$ cat src/rtl/nxtpc_pkg.sv
package nxtpc_pkg;

  typedef enum logic [1:0] {
    OP_SEQ = 2'b00,
    OP_BR  = 2'b01,
    OP_BRL = 2'b10,
    OP_RET = 2'b11
  } op_e;

  localparam int FLAG_N = 3;
  localparam int FLAG_Z = 2;
  localparam int FLAG_C = 1;
  localparam int FLAG_V = 0;

  localparam int COND_W    = 4;
  localparam int FLAG_W    = 4;
  localparam int N_PAIRS   = 8;
  localparam logic [COND_W-1:0] COND_ALWAYS = 4'd14;
  localparam logic [COND_W-1:0] COND_NEVER  = 4'd15;

endpackage

$ cat src/rtl/nxtpc_cond_eval.sv
module nxtpc_cond_eval
  import nxtpc_pkg::*;
(
  input  logic [FLAG_W-1:0] flags_i,
  input  logic [COND_W-1:0] cond_i,
  output logic              pass_o
);

  logic n_f, z_f, c_f, v_f;
  logic [N_PAIRS-1:0]   base;
  logic [2*N_PAIRS-1:0] pass_vec;

  assign n_f = flags_i[FLAG_N];
  assign z_f = flags_i[FLAG_Z];
  assign c_f = flags_i[FLAG_C];
  assign v_f = flags_i[FLAG_V];

  // Even codes test a predicate, odd codes its inverse.
  assign base[0] = z_f;
  assign base[1] = c_f;
  assign base[2] = n_f;
  assign base[3] = v_f;
  assign base[4] = c_f & ~z_f;
  assign base[5] = ~(n_f ^ v_f);
  assign base[6] = ~z_f & ~(n_f ^ v_f);
  assign base[7] = 1'b1;

  for (genvar g = 0; g < N_PAIRS; g++) begin : g_pair
    assign pass_vec[2*g]   = base[g];
    assign pass_vec[2*g+1] = ~base[g];
  end

  assign pass_o = pass_vec[cond_i];

endmodule

$ cat src/rtl/nxtpc_select.sv
module nxtpc_select
  import nxtpc_pkg::*;
#(
  parameter int ADDR_W  = 32,
  parameter int PC_STEP = 4
) (
  input  logic [1:0]        op_i,
  input  logic              pass_i,
  input  logic [ADDR_W-1:0] pc_i,
  input  logic [ADDR_W-1:0] lr_i,
  input  logic [ADDR_W-1:0] target_i,
  output logic [ADDR_W-1:0] next_pc_o,
  output logic [ADDR_W-1:0] seq_pc_o,
  output logic              lr_we_o,
  output logic              redirect_o
);

  localparam logic [ADDR_W-1:0] STEP = ADDR_W'(PC_STEP);

  op_e op;
  assign op       = op_e'(op_i);
  assign seq_pc_o = pc_i + STEP;

  always_comb begin
    next_pc_o  = seq_pc_o;
    lr_we_o    = 1'b0;
    redirect_o = 1'b0;
    if (pass_i) begin
      unique case (op)
        OP_SEQ: ;
        OP_BR: begin
          next_pc_o  = target_i;
          redirect_o = 1'b1;
        end
        OP_BRL: begin
          next_pc_o  = target_i;
          lr_we_o    = 1'b1;
          redirect_o = 1'b1;
        end
        OP_RET: begin
          next_pc_o  = lr_i;
          redirect_o = 1'b1;
        end
        default: ;
      endcase
    end
  end

endmodule

$ cat src/rtl/nxtpc_ctrl.sv
module nxtpc_ctrl
  import nxtpc_pkg::*;
#(
  parameter int ADDR_W  = 32,
  parameter int PC_STEP = 4
) (
  input  logic              clk,
  input  logic              rst,
  input  logic [1:0]        op_i,
  input  logic [3:0]        cond_i,
  input  logic [3:0]        flags_i,
  input  logic [ADDR_W-1:0] target_i,
  output logic [ADDR_W-1:0] pc_o,
  output logic [ADDR_W-1:0] lr_o,
  output logic              redirect_o
);

  logic              pass;
  logic [ADDR_W-1:0] next_pc;
  logic [ADDR_W-1:0] seq_pc;
  logic              lr_we;
  logic              redirect_d;
  logic [ADDR_W-1:0] pc_q;
  logic [ADDR_W-1:0] lr_q;
  logic              redirect_q;

  nxtpc_cond_eval u_cond (
    .flags_i (flags_i),
    .cond_i  (cond_i),
    .pass_o  (pass)
  );

  nxtpc_select #(
    .ADDR_W  (ADDR_W),
    .PC_STEP (PC_STEP)
  ) u_sel (
    .op_i       (op_i),
    .pass_i     (pass),
    .pc_i       (pc_q),
    .lr_i       (lr_q),
    .target_i   (target_i),
    .next_pc_o  (next_pc),
    .seq_pc_o   (seq_pc),
    .lr_we_o    (lr_we),
    .redirect_o (redirect_d)
  );

  always_ff @(posedge clk) begin
    if (rst) begin
      pc_q       <= '0;
      lr_q       <= '0;
      redirect_q <= 1'b0;
    end else begin
      pc_q       <= next_pc;
      redirect_q <= redirect_d;
      if (lr_we) lr_q <= seq_pc;
    end
  end

  assign pc_o       = pc_q;
  assign lr_o       = lr_q;
  assign redirect_o = redirect_q;

endmodule

$ cat config.mk
export PLATFORM = sky130hd
export DESIGN_NAME = nxtpc_ctrl
export DESIGN_NICKNAME = d
export VERILOG_FILES = /design/src/rtl/nxtpc_pkg.sv /design/src/rtl/nxtpc_cond_eval.sv /design/src/rtl/nxtpc_select.sv /design/src/rtl/nxtpc_ctrl.sv
export SDC_FILE = /design/constraint.sdc
export NUM_CORES = 1
export LEC_CHECK = 0
export ABC_AREA = 1
export CAP_MARGIN = 5
export CORE_MARGIN = 2
export CORE_UTILIZATION = 50
export CTS_CLUSTER_DIAMETER = 150
export DETAILED_ROUTE_END_ITERATION = 12
export DONT_BUFFER_PORTS = 1
export PLACE_DENSITY = 0.78
export SLEW_MARGIN = 10
export SYNTH_ARGS = -nofsm -noshare
export SYNTH_HDL_FRONTEND = slang
export SYNTH_SLANG_ARGS = --single-unit
export TNS_END_PERCENT = 20
$ cat constraint.sdc
create_clock -name clk -period 1.5 [get_ports clk]
set_input_delay 0.375 -clock clk [delete_from_list [all_inputs] [get_ports clk]]
set_output_delay 0.375 -clock clk [all_outputs]
set_load 0.1 [all_outputs]
---- Yosys cells after proc, flatten, opt, wreduce, memory -nomap -nowiden ----
Cells that the tools add are included.
word-level totals
  output and inout port bits .............. 65
  register bits ........................... 65
  logic and storage cells ................. 29
cells by class
  multiplexer cells ....................... 7
  reductions and logical operators ........ 3
  bitwise operators ....................... 11
  $add $sub $neg .......................... 1
  $lt $le $gt $ge ......................... 1
  equal/unequal tests ..................... 3
operators with widths
  kind                                                         count
  one-hot mux 32 bit (2 select lines)                          1
  adder 32 x 3 -> 32 bit (second input constant)               1
  two-way mux 32 bit                                           1
  inverter 1 bit                                               8
  less-than comparator 4 x 5 -> 1 bit (second input constant)  1
  binary-select mux 1 bit (select 4 bit)                       1
  == test 2 bit (second input constant)                        2
  two-way mux 1 bit                                            4
  OR reduction 2 bit                                           2
  OR reduction 3 bit                                           1
  bitwise AND 1 bit                                            2
  == test 2 x 1 -> 1 bit (second input constant)               1
  bitwise XOR 1 bit                                            1

---- Depth between registers and ports, before layout ----
  depth in word-level cells ............... 8
  depth in mapped cells ................... 13

---- Modules after synthesis ----
A second synthesis with hierarchy kept.
unflattened totals
  cells, all modules ...................... 654
  area total of the unflattened synthesis .. 4190.3 µm²
modules (own cells, without submodules)
  module           seq. area each (µm²)  instances  cells each  area each (µm²)
  nxtpc_ctrl       1301.2                1          306         2314.7
  nxtpc_select     0.0                   1          319         1754.2
  nxtpc_cond_eval  0.0                   1          29          121.4

---- Least setup slack after synthesis ----
Ideal clock, no wire load.
  path kind ............................... register to register
  start point ............................. register pc_q[2], in the netlist pc_o[2]
  end point ............................... register pc_q[30], in the netlist pc_o[30]
  buffers on the path ..................... 0
  data required time ...................... 1.387 ns
  cell stages (with the launch flop) ...... 13
  arrival ................................. 2.271 ns
  period minus slack after synthesis ...... 2.383 ns
  library setup time ...................... 0.113 ns
  slack ................................... -0.883 ns
  cells stage by stage .................... dfxtp_1 -> ha_1 -> inv_1 -> nor2_2 -> inv_1 -> nor2_1 -> nand2_1 -> nand2_1 -> nand2_1 -> inv_1 -> nand2_1 -> nand2_1 -> nor2_1
on the way
  word-level cells in the longest chain between the ends .. 3
RTL lines
  item                                 RTL line            RTL
  start, declared                      nxtpc_ctrl.sv:23    logic [ADDR_W-1:0] pc_q;
  start signal, assigned               nxtpc_ctrl.sv:54    pc_q <= next_pc;
  adder 32 x 3 -> 32 bit (*)           nxtpc_select.sv:22  assign seq_pc_o = pc_i + STEP;
  one-hot mux 32 bit (2 select lines)  nxtpc_select.sv:29  unique case (op)
  two-way mux 32 bit (*)               nxtpc_select.sv:28  if (pass_i) begin
Every way passes the cells marked *; elsewhere a longest branch is shown, timed or not.
A chain may end at the register's enable or synchronous reset.

---- Worst setup path after layout ----
  start point ............................. register pc_q[6], in the netlist pc_o[6]
  end point ............................... output port pc_o[6]
RTL lines
  item           RTL line          RTL
  end, declared  nxtpc_ctrl.sv:13  output logic [ADDR_W-1:0] pc_o,
No word-level cell between the ends.

==> impl_metrics.toml <==
[timing]
slew_violations = 0
hold_ws_ns = 0.275
rsz0062_at_grt = "true"
finalSetupViolations = 0
clock_skew_ns = 0.0124
fin_crit_sh = 0.973
period_needed_ns = 1.46
worst_pin_slew_ns = 0.318
slew_headroom = 0.788
fmax_mhz = 685
worst_slack_ns = 0.0409
hold_violations = 0

[setup_path]
crit_chain = "buf_4, buf_4"
path_class = "flip-flop to output port"
cp_data_required_time_ns = 1.12
critPathLaunchType = "flip-flop"
crit_slowest_cell = "dfxtp_4"
cp_slowest_stage_delay_ns = 0.35
crit_path_max_fanout = 3
crit_arrival_ns = 1.08
crit_family = "buffers and inverters"
end_kind = "output port"
cp_num_buf_inv = 2
crit_path_frequent_cell = "buf_4"

[logic_synthesis]
yosys_warnings = 0
syn_area_per_cell_um2 = 5.63
ys_ff_latch = 65
yosysUniqueCellTypes = 20
synth.net_count = 760
synth_seq_area_share = 0.325
syn-cell-area_um2 = 4000
syn_inst = 711
synth_top_area_frac = 0.325
yosysTopAreaCell = "dfxtp_1"
synthTopCellsByArea = "dfxtp_1 33%, nand2_1 26%, nor2_1 16%"

[cts]
cts.clk_slew.worst_paths_ns = 0.08
cts-root-buf = "clkbuf_8"
postCtsHoldBufs = 0
clock_sinks = 65
clk_latency_ns = 0.34
cts_tree = "built"
cts_made_buffers = 9
ctsLongestPathBuffers = 2
h-tree-depth = 3

[route]
ant_nets = 0
drt_wl_total_um = 11400
route.detailed.wl_per_inst_um = 12.8
vias = 4374
first_pass_iters = 4
drcViolationCount = 0
drt_iter0_drc = 173
routed_via_density = 4.91

[power_and_ir_drop]
leakagePower_uw = 0.00260
power.density_nw_per_um2 = 1120
total_power_uw = 5840
peakVddDrop_mv = 0.585

[grt]
antenna_found_initial = 0
grt_max_degree = 66
grtUsageTotal = 0.267
grt_pass1_vias = 4168
grt_pass1_wl_um = 18500
grt-ovfl-total = 0

[placement]
portBuffers = 0
hpwlAfterDp_um = 8680
place_ws_ns = -0.119
gp_congestion = 0.959

[layout]
drive_gt1_frac = 0.241
diodes = 0
nets = 832
final_common_cell = "nand2_1"
area_growth_pct = 29.8
final_cell_mix = "253 x nand2_1, 144 x nor2_1, 84 x inv_1"

[die]
rows = 32
ios = 109
die_h_um = 93.4
core_area_um2 = 7730
initial_utilization = 0.518
dieWidth_um = 93.4
die_area_um2 = 8730

[job]
drv_cap = 0

[run_status]
status = "finished, final reports clean"

[hold_path]
min_path_type = "input pin to flip-flop"
[synthesized netlist by cell type]
master / number
clkbuf_1: 14
nand2_1: 273
buf_2: 8
o21ai_0: 36
nand2_2: 1
nand3_2: 2
nor2_2: 2
xor2_1: 6
nand4_1: 1
nand3_1: 13
xnor2_1: 5
nand3b_1: 13
buf_6: 2
dfxtp_1: 65
nor2_1: 170
buf_4: 4
a21oi_1: 1
inv_1: 89
o21ai_1: 1
ha_1: 5
[worst paths after layout]
check | startpoint | to | slack, ns | depth (start not counted)
setup / recovery | pc_o[6] | pc_o[6] | 0.04 | 2
hold reg to reg | lr_o[4] | lr_o[4] | 0.53 | 4
hold / removal | target_i[3] | pc_o[3] | 0.27 | 4
setup reg to reg | pc_o[6] | pc_o[24] | 0.05 | 10
[power breakdown]
| group | leakage (uW) | total (uW) | internal [uW] | switching, uW |
|---|---|---|---|---|
| clock | 0.0000857 | 1340 | 641 | 698 |
| combinational | 0.00196 | 2440 | 571 | 1860 |
| sequential | 0.000553 | 2070 | 1910 | 158 |
[sequential cells by signal, summed over array words and instances (netlist names)]
name        flops
lr_o           32
pc_o           32
redirect_o      1
[cell type report]
cell class                 count  area [um2]
fill                         733        2530
multi-input combinational    529        2400
sequential                    65        1400
timing repair buffer          89         754
inverter                      89         337
clock buffer                  11         141
tap                          102         128
clock inverter                 5        31.3
[tightest hold or removal path, cell delays in order]
cell	delay (ns)
nand2_1	0.03
o21ai_0	0.06
nor2_1	0.05
nor2_1	0.08
[kinds of logic (layout without fill, tap and decap cells)]
logic type / after synthesis / count (layout) / share of synthesized area
compound gates: 38 / 38 / 0.0475
buf+inv: 117 / 194 / 0.120
fa+ha+maj: 5 / 5 / 0.0156
simple gates: 475 / 475 / 0.468
flops: 65 / 65 / 0.325
xor+xnor: 11 / 11 / 0.0241
[routing by layer]
metal  vias up  GRT usage  wire length (um)
met5         -          0                 0
met4         0     0.0993               199
met3        17     0.0475               571
met2       119      0.474              5710
met1      1987      0.319              4940
li1       2251          -                 -
[what timing repair did]
action,in CTS,in global routing
setup endpoints to repair,5,37
pin swaps,0,14
resized for setup,2,54
gates cloned,0,0
buffers inserted,0,3
[metrics by stage]
stage                     utilization  std cells  cell area, um2  TNS, ns
after floorplan                     -        711            4140   -0.362
after global placement          0.626        871            4840  -0.0350
after detailed placement        0.626        871            4840    -3.88
after CTS                       0.649        887            5020        0
after global routing            0.672        890            5190   -0.789
final                           0.672        890            5190        0
Power figures use the tool's default switching activity.
